[src/rtl/hbfm_pkg.sv]
package hbfm_pkg;

    typedef enum logic [2:0] {
        ST_START  = 3'd0,
        ST_RUN    = 3'd1,
        ST_SOFT   = 3'd2,
        ST_LATCH  = 3'd3,
        ST_SHDN   = 3'd4,
        ST_FREEZE = 3'd5,
        ST_LUV    = 3'd6,
        ST_FUV    = 3'd7
    } hbfm_state_e;

endpackage

[src/rtl/hbfm_sense.sv]
module hbfm_sense (
    input  logic clk,
    input  logic rst_n,
    input  logic hi_cmd_i,
    input  logic desat_hi_i,
    input  logic desat_lo_i,
    input  logic flt_line_i,
    input  logic flt_pull_i,
    input  logic sync_line_i,
    input  logic sync_pull_i,
    output logic hi_rise_o,
    output logic desat_any_o,
    output logic ext_sd_o,
    output logic ext_freeze_o
);

    logic hi_prev_q;

    always_ff @(posedge clk or negedge rst_n) begin
        if (!rst_n) begin
            hi_prev_q <= 1'b0;
        end else begin
            hi_prev_q <= hi_cmd_i;
        end
    end

    always_comb begin
        hi_rise_o    = hi_cmd_i && !hi_prev_q;
        desat_any_o  = desat_hi_i || desat_lo_i;
        // a low level counts as external only while this block is not pulling
        ext_sd_o     = !flt_line_i && !flt_pull_i;
        ext_freeze_o = !sync_line_i && !sync_pull_i;
    end

endmodule

[src/rtl/hbfm_timer.sv]
module hbfm_timer
    import hbfm_pkg::*;
#(
    parameter int unsigned STARTUP_CYCLES  = 256,
    parameter int unsigned SOFT_OFF_CYCLES = 40
) (
    input  logic        clk,
    input  logic        rst_n,
    input  hbfm_state_e state_q,
    input  hbfm_state_e state_d,
    output logic        start_done_o,
    output logic        soft_done_o
);

    localparam int unsigned MAX_LEN = (STARTUP_CYCLES > SOFT_OFF_CYCLES) ?
                                      STARTUP_CYCLES : SOFT_OFF_CYCLES;
    localparam int unsigned CW = $clog2(MAX_LEN + 1);
    localparam logic [CW-1:0] START_LAST = CW'(STARTUP_CYCLES - 1);
    localparam logic [CW-1:0] SOFT_LAST  = CW'(SOFT_OFF_CYCLES - 1);

    logic [CW-1:0] cnt_q;
    logic          timed_state;

    always_comb begin
        timed_state = (state_q == ST_START) || (state_q == ST_SOFT);
    end

    always_ff @(posedge clk or negedge rst_n) begin
        if (!rst_n) begin
            cnt_q <= '0;
        end else if (state_d != state_q) begin
            cnt_q <= '0;
        end else if (timed_state) begin
            cnt_q <= cnt_q + 1'b1;
        end
    end

    always_comb begin
        start_done_o = (state_q == ST_START) && (cnt_q == START_LAST);
        soft_done_o  = (state_q == ST_SOFT)  && (cnt_q == SOFT_LAST);
    end

endmodule

[src/rtl/hbfm_fsm.sv]
module hbfm_fsm
    import hbfm_pkg::*;
(
    input  logic        clk,
    input  logic        rst_n,
    input  logic        logic_uv_i,
    input  logic        float_uv_i,
    input  logic        desat_any_i,
    input  logic        ext_sd_i,
    input  logic        ext_freeze_i,
    input  logic        fault_clr_i,
    input  logic        start_done_i,
    input  logic        soft_done_i,
    output hbfm_state_e state_q,
    output hbfm_state_e state_d
);

    hbfm_state_e resolved;

    // lowest tiers of the hierarchy, shared by every exit into operation
    always_comb begin
        if (ext_sd_i) begin
            resolved = ST_SHDN;
        end else if (ext_freeze_i) begin
            resolved = ST_FREEZE;
        end else if (float_uv_i) begin
            resolved = ST_FUV;
        end else begin
            resolved = ST_RUN;
        end
    end

    always_comb begin
        state_d = state_q;
        if (logic_uv_i) begin
            state_d = ST_LUV;
        end else begin
            unique case (state_q)
                ST_LUV: begin
                    state_d = ST_START;
                end
                ST_SOFT: begin
                    state_d = soft_done_i ? ST_LATCH : ST_SOFT;
                end
                ST_LATCH: begin
                    state_d = (fault_clr_i && !desat_any_i) ? resolved : ST_LATCH;
                end
                default: begin
                    if (desat_any_i) begin
                        state_d = ST_SOFT;
                    end else if ((state_q == ST_START) && !start_done_i) begin
                        state_d = ST_START;
                    end else begin
                        state_d = resolved;
                    end
                end
            endcase
        end
    end

    always_ff @(posedge clk or negedge rst_n) begin
        if (!rst_n) begin
            state_q <= ST_START;
        end else begin
            state_q <= state_d;
        end
    end

endmodule

[src/rtl/hbfm_drive.sv]
module hbfm_drive
    import hbfm_pkg::*;
(
    input  logic        clk,
    input  logic        rst_n,
    input  hbfm_state_e state_d,
    input  logic        hi_cmd_i,
    input  logic        lo_cmd_i,
    input  logic        hi_rise_i,
    output logic        hi_on_o,
    output logic        lo_on_o
);

    logic armed_q;
    logic armed_d;
    logic hi_d;
    logic lo_d;

    // high side re-arms only on a fresh edge seen outside floating undervoltage
    always_comb begin
        if (state_d == ST_FUV) begin
            armed_d = 1'b0;
        end else if (hi_rise_i) begin
            armed_d = 1'b1;
        end else begin
            armed_d = armed_q;
        end
    end

    always_comb begin
        hi_d = 1'b0;
        lo_d = 1'b0;
        unique case (state_d)
            ST_RUN: begin
                if (!(hi_cmd_i && lo_cmd_i)) begin
                    hi_d = hi_cmd_i && armed_d;
                    lo_d = lo_cmd_i;
                end
            end
            ST_FUV: begin
                lo_d = lo_cmd_i;
            end
            ST_FREEZE: begin
                hi_d = hi_on_o;
                lo_d = lo_on_o;
            end
            default: begin
                hi_d = 1'b0;
                lo_d = 1'b0;
            end
        endcase
    end

    always_ff @(posedge clk or negedge rst_n) begin
        if (!rst_n) begin
            armed_q <= 1'b1;
            hi_on_o <= 1'b0;
            lo_on_o <= 1'b0;
        end else begin
            armed_q <= armed_d;
            hi_on_o <= hi_d;
            lo_on_o <= lo_d;
        end
    end

endmodule

[src/rtl/hb_fault_mgr.sv]
module hb_fault_mgr
    import hbfm_pkg::*;
#(
    parameter int unsigned STARTUP_CYCLES  = 256,
    parameter int unsigned SOFT_OFF_CYCLES = 40
) (
    input  logic clk,
    input  logic rst_n,
    input  logic hi_cmd_i,
    input  logic lo_cmd_i,
    input  logic logic_uv_i,
    input  logic float_uv_i,
    input  logic desat_hi_i,
    input  logic desat_lo_i,
    input  logic flt_line_i,
    input  logic sync_line_i,
    input  logic fault_clr_i,
    output logic hi_on_o,
    output logic lo_on_o,
    output logic flt_pull_o,
    output logic sync_pull_o
);

    hbfm_state_e state_q;
    hbfm_state_e state_d;
    logic        hi_rise;
    logic        desat_any;
    logic        ext_sd;
    logic        ext_freeze;
    logic        start_done;
    logic        soft_done;

    always_comb begin
        flt_pull_o  = (state_q == ST_LATCH);
        sync_pull_o = (state_q == ST_SOFT);
    end

    hbfm_sense u_sense (
        .clk          (clk),
        .rst_n        (rst_n),
        .hi_cmd_i     (hi_cmd_i),
        .desat_hi_i   (desat_hi_i),
        .desat_lo_i   (desat_lo_i),
        .flt_line_i   (flt_line_i),
        .flt_pull_i   (flt_pull_o),
        .sync_line_i  (sync_line_i),
        .sync_pull_i  (sync_pull_o),
        .hi_rise_o    (hi_rise),
        .desat_any_o  (desat_any),
        .ext_sd_o     (ext_sd),
        .ext_freeze_o (ext_freeze)
    );

    hbfm_timer #(
        .STARTUP_CYCLES  (STARTUP_CYCLES),
        .SOFT_OFF_CYCLES (SOFT_OFF_CYCLES)
    ) u_timer (
        .clk          (clk),
        .rst_n        (rst_n),
        .state_q      (state_q),
        .state_d      (state_d),
        .start_done_o (start_done),
        .soft_done_o  (soft_done)
    );

    hbfm_fsm u_fsm (
        .clk          (clk),
        .rst_n        (rst_n),
        .logic_uv_i   (logic_uv_i),
        .float_uv_i   (float_uv_i),
        .desat_any_i  (desat_any),
        .ext_sd_i     (ext_sd),
        .ext_freeze_i (ext_freeze),
        .fault_clr_i  (fault_clr_i),
        .start_done_i (start_done),
        .soft_done_i  (soft_done),
        .state_q      (state_q),
        .state_d      (state_d)
    );

    hbfm_drive u_drive (
        .clk       (clk),
        .rst_n     (rst_n),
        .state_d   (state_d),
        .hi_cmd_i  (hi_cmd_i),
        .lo_cmd_i  (lo_cmd_i),
        .hi_rise_i (hi_rise),
        .hi_on_o   (hi_on_o),
        .lo_on_o   (lo_on_o)
    );

endmodule

[config.mk]
export PLATFORM = sky130hd
export DESIGN_NAME = hb_fault_mgr
export DESIGN_NICKNAME = d
export VERILOG_FILES = /design/src/rtl/hbfm_pkg.sv /design/src/rtl/hbfm_sense.sv /design/src/rtl/hbfm_timer.sv /design/src/rtl/hbfm_fsm.sv /design/src/rtl/hbfm_drive.sv /design/src/rtl/hb_fault_mgr.sv
export SDC_FILE = /design/constraint.sdc
export NUM_CORES = 1
export LEC_CHECK = 0
export BUFFER_PORTS_ARGS = -buffer_cell sky130_fd_sc_hd__buf_2
export CORE_MARGIN = 2
export CORE_UTILIZATION = 40
export DETAILED_ROUTE_END_ITERATION = 16
export GPL_ROUTABILITY_DRIVEN = 0
export HOLD_SLACK_MARGIN = 0.15
export PLACE_DENSITY = 0.63
export SLEW_MARGIN = 15
export SYNTH_ARGS = -nofsm -noshare
export SYNTH_HDL_FRONTEND = slang
export SYNTH_HIERARCHICAL = 1
export SYNTH_SLANG_ARGS = --single-unit
[constraint.sdc]
create_clock -name clk -period 3.7 [get_ports clk]
set_clock_uncertainty 0.2 [all_clocks]
set_input_delay 0.185 -clock clk [delete_from_list [all_inputs] [get_ports clk]]
set_output_delay 0.185 -clock clk [all_outputs]
set_load 0.05 [all_outputs]
Word-level counts from Yosys, hierarchy flattened
Cells that the tools add are included.

Register bits after elaboration: 16. Input port bits: 11. Output and inout bits: 4. Logic and storage cells: 53.

$add $sub $neg: 1. Equal/unequal tests: 9. Multiplexer cells: 17. Reduce and logical (&&, ||, !) cells: 20.

Operator list (number): two-way mux 3 bit (7); two-way mux 9 bit (2); adder 9 x 1 -> 9 bit, second input constant (1); equality test 3 bit, second input constant (3); equality test 9 x 6 -> 1 bit, second input constant (1); equality test 9 x 8 -> 1 bit, second input constant (1); logical AND 1 bit (9); case mux 3 bit (3 select lines) (1); logical NOT 1 bit (7); equality test 3 x 2 -> 1 bit, second input constant (2); two-way mux 1 bit (5); equality test 3 x 1 -> 1 bit, second input constant (1); logical NOT 3 bit (1); inequality test 3 bit (1); case mux 1 bit (3 select lines) (1); logical OR 1 bit (2); case mux 1 bit (2 select lines) (1); nonzero test 2 bit (1).

Logic depth before layout (Yosys ltp)
Depth after elaboration: 14. Mapped depth: 11. Gate-level depth less buffers: 11.

Cells and area by module
Netlist, hierarchy kept.

By module, submodules not included: hbfm_timer (instances 1, cells an instance 56, area each 525.5 sq um, seq. area each 225.2 sq um); hbfm_fsm (instances 1, cells an instance 25, area each 214.0 sq um, seq. area each 75.1 sq um); hbfm_drive (instances 1, cells an instance 12, area each 150.1 sq um, seq. area each 76.3 sq um); hbfm_sense (instances 1, cells an instance 5, area each 45.0 sq um, seq. area each 25.0 sq um); hb_fault_mgr (instances 1, cells an instance 2, area each 21.3 sq um, seq. area each 0.0 sq um).

Least setup slack after synthesis
Ideal clock, no wire load.

Path kind: reg2reg. From: reg u_timer.cnt_q[0]. To: reg u_timer.cnt_q[8]. Library setup time: 0.095 ns. Data arrival time: 2.528 ns. Required time: 3.405 ns. Path slack: 0.877 ns. Cell stages (with the launch flop): 12. Path buffers: 0. Period minus slack after synthesis: 2.823 ns. Cell sequence: dfrtp_1 ha_1 nand3_1 nor2_1 ha_1 nor3b_1 or4_1 a21oi_1 o221ai_1 xnor2_1 nand3_1 a211oi_1.

Cells in the longest elaborated chain, start to end: 10. Elaborated cells on any way between the ends: 16. Classes of those cells: add/sub (1); eq/ne (3); mux (7); reduce/logical (5).

Ends and longest elaborated chain: from (decl) (RTL line hbfm_timer.sv:21) `logic [CW-1:0] cnt_q;`; from (signal assigned) (RTL line hbfm_timer.sv:34) `cnt_q <= cnt_q + 1'b1;`; equality test 9 x 8 -> 1 bit * (RTL line hbfm_timer.sv:39) `start_done_o = (state_q == ST_START) && (cnt_q == START_LAST);`; logical AND 1 bit * (RTL line hbfm_timer.sv:39); via start_done (RTL line hb_fault_mgr.sv:30) `logic start_done;`; logical NOT 1 bit * (RTL line hbfm_fsm.sv:51) `end else if ((state_q == ST_START) && !start_done_i) begin`; logical AND 1 bit * (RTL line hbfm_fsm.sv:51); two-way mux 3 bit * (RTL line hbfm_fsm.sv:51); two-way mux 3 bit * (RTL line hbfm_fsm.sv:49) `if (desat_any_i) begin`; case mux 3 bit (3 select lines) * (RTL line hbfm_fsm.sv:38) `unique case (state_q)`; two-way mux 3 bit * (RTL line hbfm_fsm.sv:35) `if (logic_uv_i) begin`; via state_d[1] (RTL line hb_fault_mgr.sv:25) `hbfm_state_e state_d;`; inequality test 3 bit * (RTL line hbfm_timer.sv:31) `end else if (state_d != state_q) begin`; two-way mux 9 bit or nonzero test 2 bit (tied branches).

The timed path passes the listed nets; every way through them passes the cells marked *. The select of a mux whose other input is x is not followed. A chain may end at the register's enable or synchronous reset.

Final worst setup path
Same ends and word-level chain as after synthesis.

==> results.json <==
{
  "area.sequential_um2": 402,
  "slowest_delay_ns": 0.47,
  "syn-instance-count": 100,
  "routedWlPerCell_um": 13.2,
  "place_ws_ns": 0.511,
  "critPathTopFamily": "simple AND/OR/NAND/NOR gates",
  "synthXorXnorAreaFrac": 0.0458,
  "leakage_uw": 0.000505,
  "worstMarginPinSlew_ns": 0.882,
  "final_common_cell": "dfrtp_1",
  "dr_total_vias": 840,
  "multi_input_area_um2": 528,
  "setup_viol": 0,
  "dp_cells": 143,
  "max_freq_ghz": 0.309,
  "insertion_delay_ns": 0.29,
  "stdcell_count": 153,
  "synth_area_um2": 956,
  "grt_pass1_vias": 744,
  "grtUsageTotal": 0.163,
  "yosys.area_share.adder": 0.0262,
  "path_clk_slew_ns": 0.09,
  "endpoint_kind": "flip-flop",
  "rsz0062_at_grt": "false",
  "cts_sinks": 16,
  "ys_seq_elements": 16,
  "grt_max_degree": 16,
  "fin_ws_ns": 0.464,
  "nFillCells": 204,
  "numCtsBuffers": 3,
  "power_switching_uw": 100,
  "fin_crit_ns": 3.24,
  "p_per_area_nw_per_um2": 318,
  "initial_utilization": 0.428,
  "io_pins": 15,
  "internal-power_uw": 269,
  "fin_crit_sh": 0.875,
  "drt_wl_total_um": 2020,
  "first_pass_iters": 4,
  "dieHeight_um": 52.9,
  "num_antenna_cells": 0,
  "cts_tree": "done",
  "path_buf_inv": 0,
  "arrival_ns": 3.24,
  "swShare": 0.271,
  "power_frac_seq": 0.510,
  "drt_iter0_drc": 14,
  "yosys_warnings": 6,
  "grt_use_met3": 0.0254,
  "cts-root-buf": "clkbuf_4",
  "grt.busiest_layer": "met2",
  "num-nets-final": 139,
  "htreeDepth": 1,
  "synth_top_family_by_area": "simple AND/OR/NAND/NOR gates",
  "peakVddDrop_v": 0.000249,
  "die_w_um": 52.9,
  "io_buffers": 14,
  "synth_compound_area_frac": 0.181,
  "syn2layout_area_growth_pct": 21.5,
  "finalHoldViolCount": 0,
  "avgViaCountPerCell": 5.49,
  "start_kind": "flip-flop",
  "worst_path_max_delay_cell": "or4_1",
  "pwr-share-comb": 0.177,
  "crit_fanout": 9,
  "crit_path_cell_trace": "ha_1 -> nand3_1 -> nor2_1 -> ha_1 -> nor3b_1 -> or4_1 -> a21oi_1 -> o221ai_1 -> xnor2_1 -> nand3_1 -> a211oi_1",
  "hpwl_um": 1400,
  "synth_cell_types": 38,
  "met2_usage": 0.248,
  "final_cell_mix": "dfrtp_1, buf_2, nor2_1, a21oi_1, nand2_1",
  "synth_area_per_cell_um2": 9.56,
  "std_cell_rows": 17,
  "core-area_um2": 2230,
  "worstSetupPathType": "reg2reg",
  "ant_nets": 0,
  "hold_path_class": "in2reg",
  "syn-num-nets": 113,
  "clockBufferDepth": 2,
  "tns_ns": 0,
  "placed_area_um2": 1060,
  "final_cell_area_um2": 1160,
  "yosysSeqAreaShare": 0.420,
  "maxSlewViolCount": 0,
  "final_layout_size_suffix_gt1_frac": 0.184,
  "cts_resized": 0,
  "grt_overflow": 0,
  "die_area_um2": 2800,
  "antenna_found_initial": 0,
  "relSlewSlack": 0.407,
  "synth-simple-area-share": 0.289,
  "synth_mux_area_frac": 0.0105,
  "drc": 0,
  "pwr-share-clk": 0.313,
  "status": "complete, no violations",
  "drv_cap": 0,
  "grt_pass1_wl_um": 3220,
  "required_ns": 3.70,
  "gr-usage-met1": 0.215
}
worst paths after layout:
path	start	to	slack, ns	depth (start not counted)
setup / recovery	u_timer/cnt_q[0]	u_timer/cnt_q[8]	0.46	11
hold / removal	float_uv_i	u_fsm/state_q[2]	0.22	3
setup reg to reg	u_timer/cnt_q[0]	u_timer/cnt_q[8]	0.46	11
hold reg to reg	u_timer/cnt_q[1]	u_timer/cnt_q[1]	0.36	2
max in group asynchronous	rst_n	u_fsm/state_q[2]	1.52	4
min in group asynchronous	rst_n	u_drive/armed_q	0.72	3
flip-flops by register name, summed over array words and instances, names as in the netlist:
signal / flops
u_timer/cnt_q: 9
u_fsm/state_q: 3
u_drive/armed_q: 1
u_drive/hi_on_o: 1
u_drive/lo_on_o: 1
u_sense/hi_prev_q: 1
cell families after synthesis:
| family | after synthesis |
|---|---|
| buf+inv | 5 |
| xor+xnor | 5 |
| mux | 1 |
| flops | 16 |
| simple gates | 46 |
| fa+ha+maj | 2 |
| compound gates | 25 |
metrics by stage:
| stage | total power, uW | utilization | hold slack (ns) |
|---|---|---|---|
| 5_1_grt | 388 | 0.520 | 0.292 |
| 4_1_cts | 373 | 0.515 | 0.156 |
| 2_1_floorplan | 233 | - | -0.311 |
| 3_5_place_dp | 253 | 0.477 | -0.0878 |
| 6_report | 370 | 0.520 | 0.224 |
| 3_3_place_gp | 251 | 0.477 | -0.0851 |
power by group through the flow:
stage / registers [uW] / clock network (uW) / logic, uW
after floorplan: 192 / 0 / 41.0
after global placement: 191 / 0 / 59.7
after detailed placement: 192 / 0 / 60.8
after CTS: 188 / 119 / 65.1
after global routing: 189 / 126 / 72.2
final: 188 / 116 / 65.5
final cells by class:
class / instances / area share
clock buffers: 4 / 0.0313
inverters: 4 / 0.0129
multi-input cells: 79 / 0.455
flip-flops and latches: 16 / 0.346
well taps: 28 / 0.0302
repair buffers: 22 / 0.125
routing by layer:
metal,up-vias,part of all wire
li1,431,-
met1,378,0.50
met2,26,0.43
met3,5,0.040
met4,0,0.022
met5,-,0
Yosys cell counts (all sizes together):
| library cell | n | area share |
|---|---|---|
| a31oi | 1 | 0.0065 |
| mux2i | 1 | 0.010 |
| or2 | 2 | 0.013 |
| nand4 | 2 | 0.013 |
| nand3b | 1 | 0.0079 |
| o22ai | 1 | 0.0065 |
| nand3 | 4 | 0.021 |
| dfstp | 1 | 0.027 |
| nand4bb | 2 | 0.024 |
| nor3b | 3 | 0.029 |
| nor2 | 10 | 0.039 |
| nand2 | 7 | 0.027 |
| and3b | 2 | 0.018 |
| or2b | 1 | 0.0079 |
| o31ai | 3 | 0.024 |
| a21boi | 1 | 0.0079 |
| or4b | 1 | 0.010 |
| ha | 2 | 0.026 |
| o21ba | 1 | 0.010 |
| a211oi | 1 | 0.0079 |
| or4 | 3 | 0.024 |
| a2111o | 1 | 0.012 |
| o21ai | 3 | 0.016 |
| o31a | 1 | 0.0092 |
| nor2b | 1 | 0.0065 |
| or3 | 3 | 0.020 |
| nand2b | 1 | 0.0065 |
| dfrtp | 15 | 0.39 |
| buf | 1 | 0.012 |
| o211ai | 1 | 0.0079 |
| a21oi | 9 | 0.047 |
| nand4b | 1 | 0.0092 |
| o221ai | 1 | 0.0092 |
| inv | 4 | 0.016 |
| xnor2 | 5 | 0.046 |
| o41ai | 1 | 0.017 |
| nor4 | 2 | 0.013 |
tightest hold or removal path, delay by kind of cell:
family	cells	cell delay (ns)
buffers and inverters	1	0.11
AOI/OAI and AO/OA	1	0.17
and+or+nand+nor	1	0.17
repair_timing:
| item | CTS | global route |
|---|---|---|
| hold buffers | 5 | 1 |
| hold endpoints to repair | 20 | 1 |
| setup buffers | 0 | 0 |
| endpoints found under the setup margin | 0 | 0 |
No activity file was read; power rests on OpenSTA's default activity.
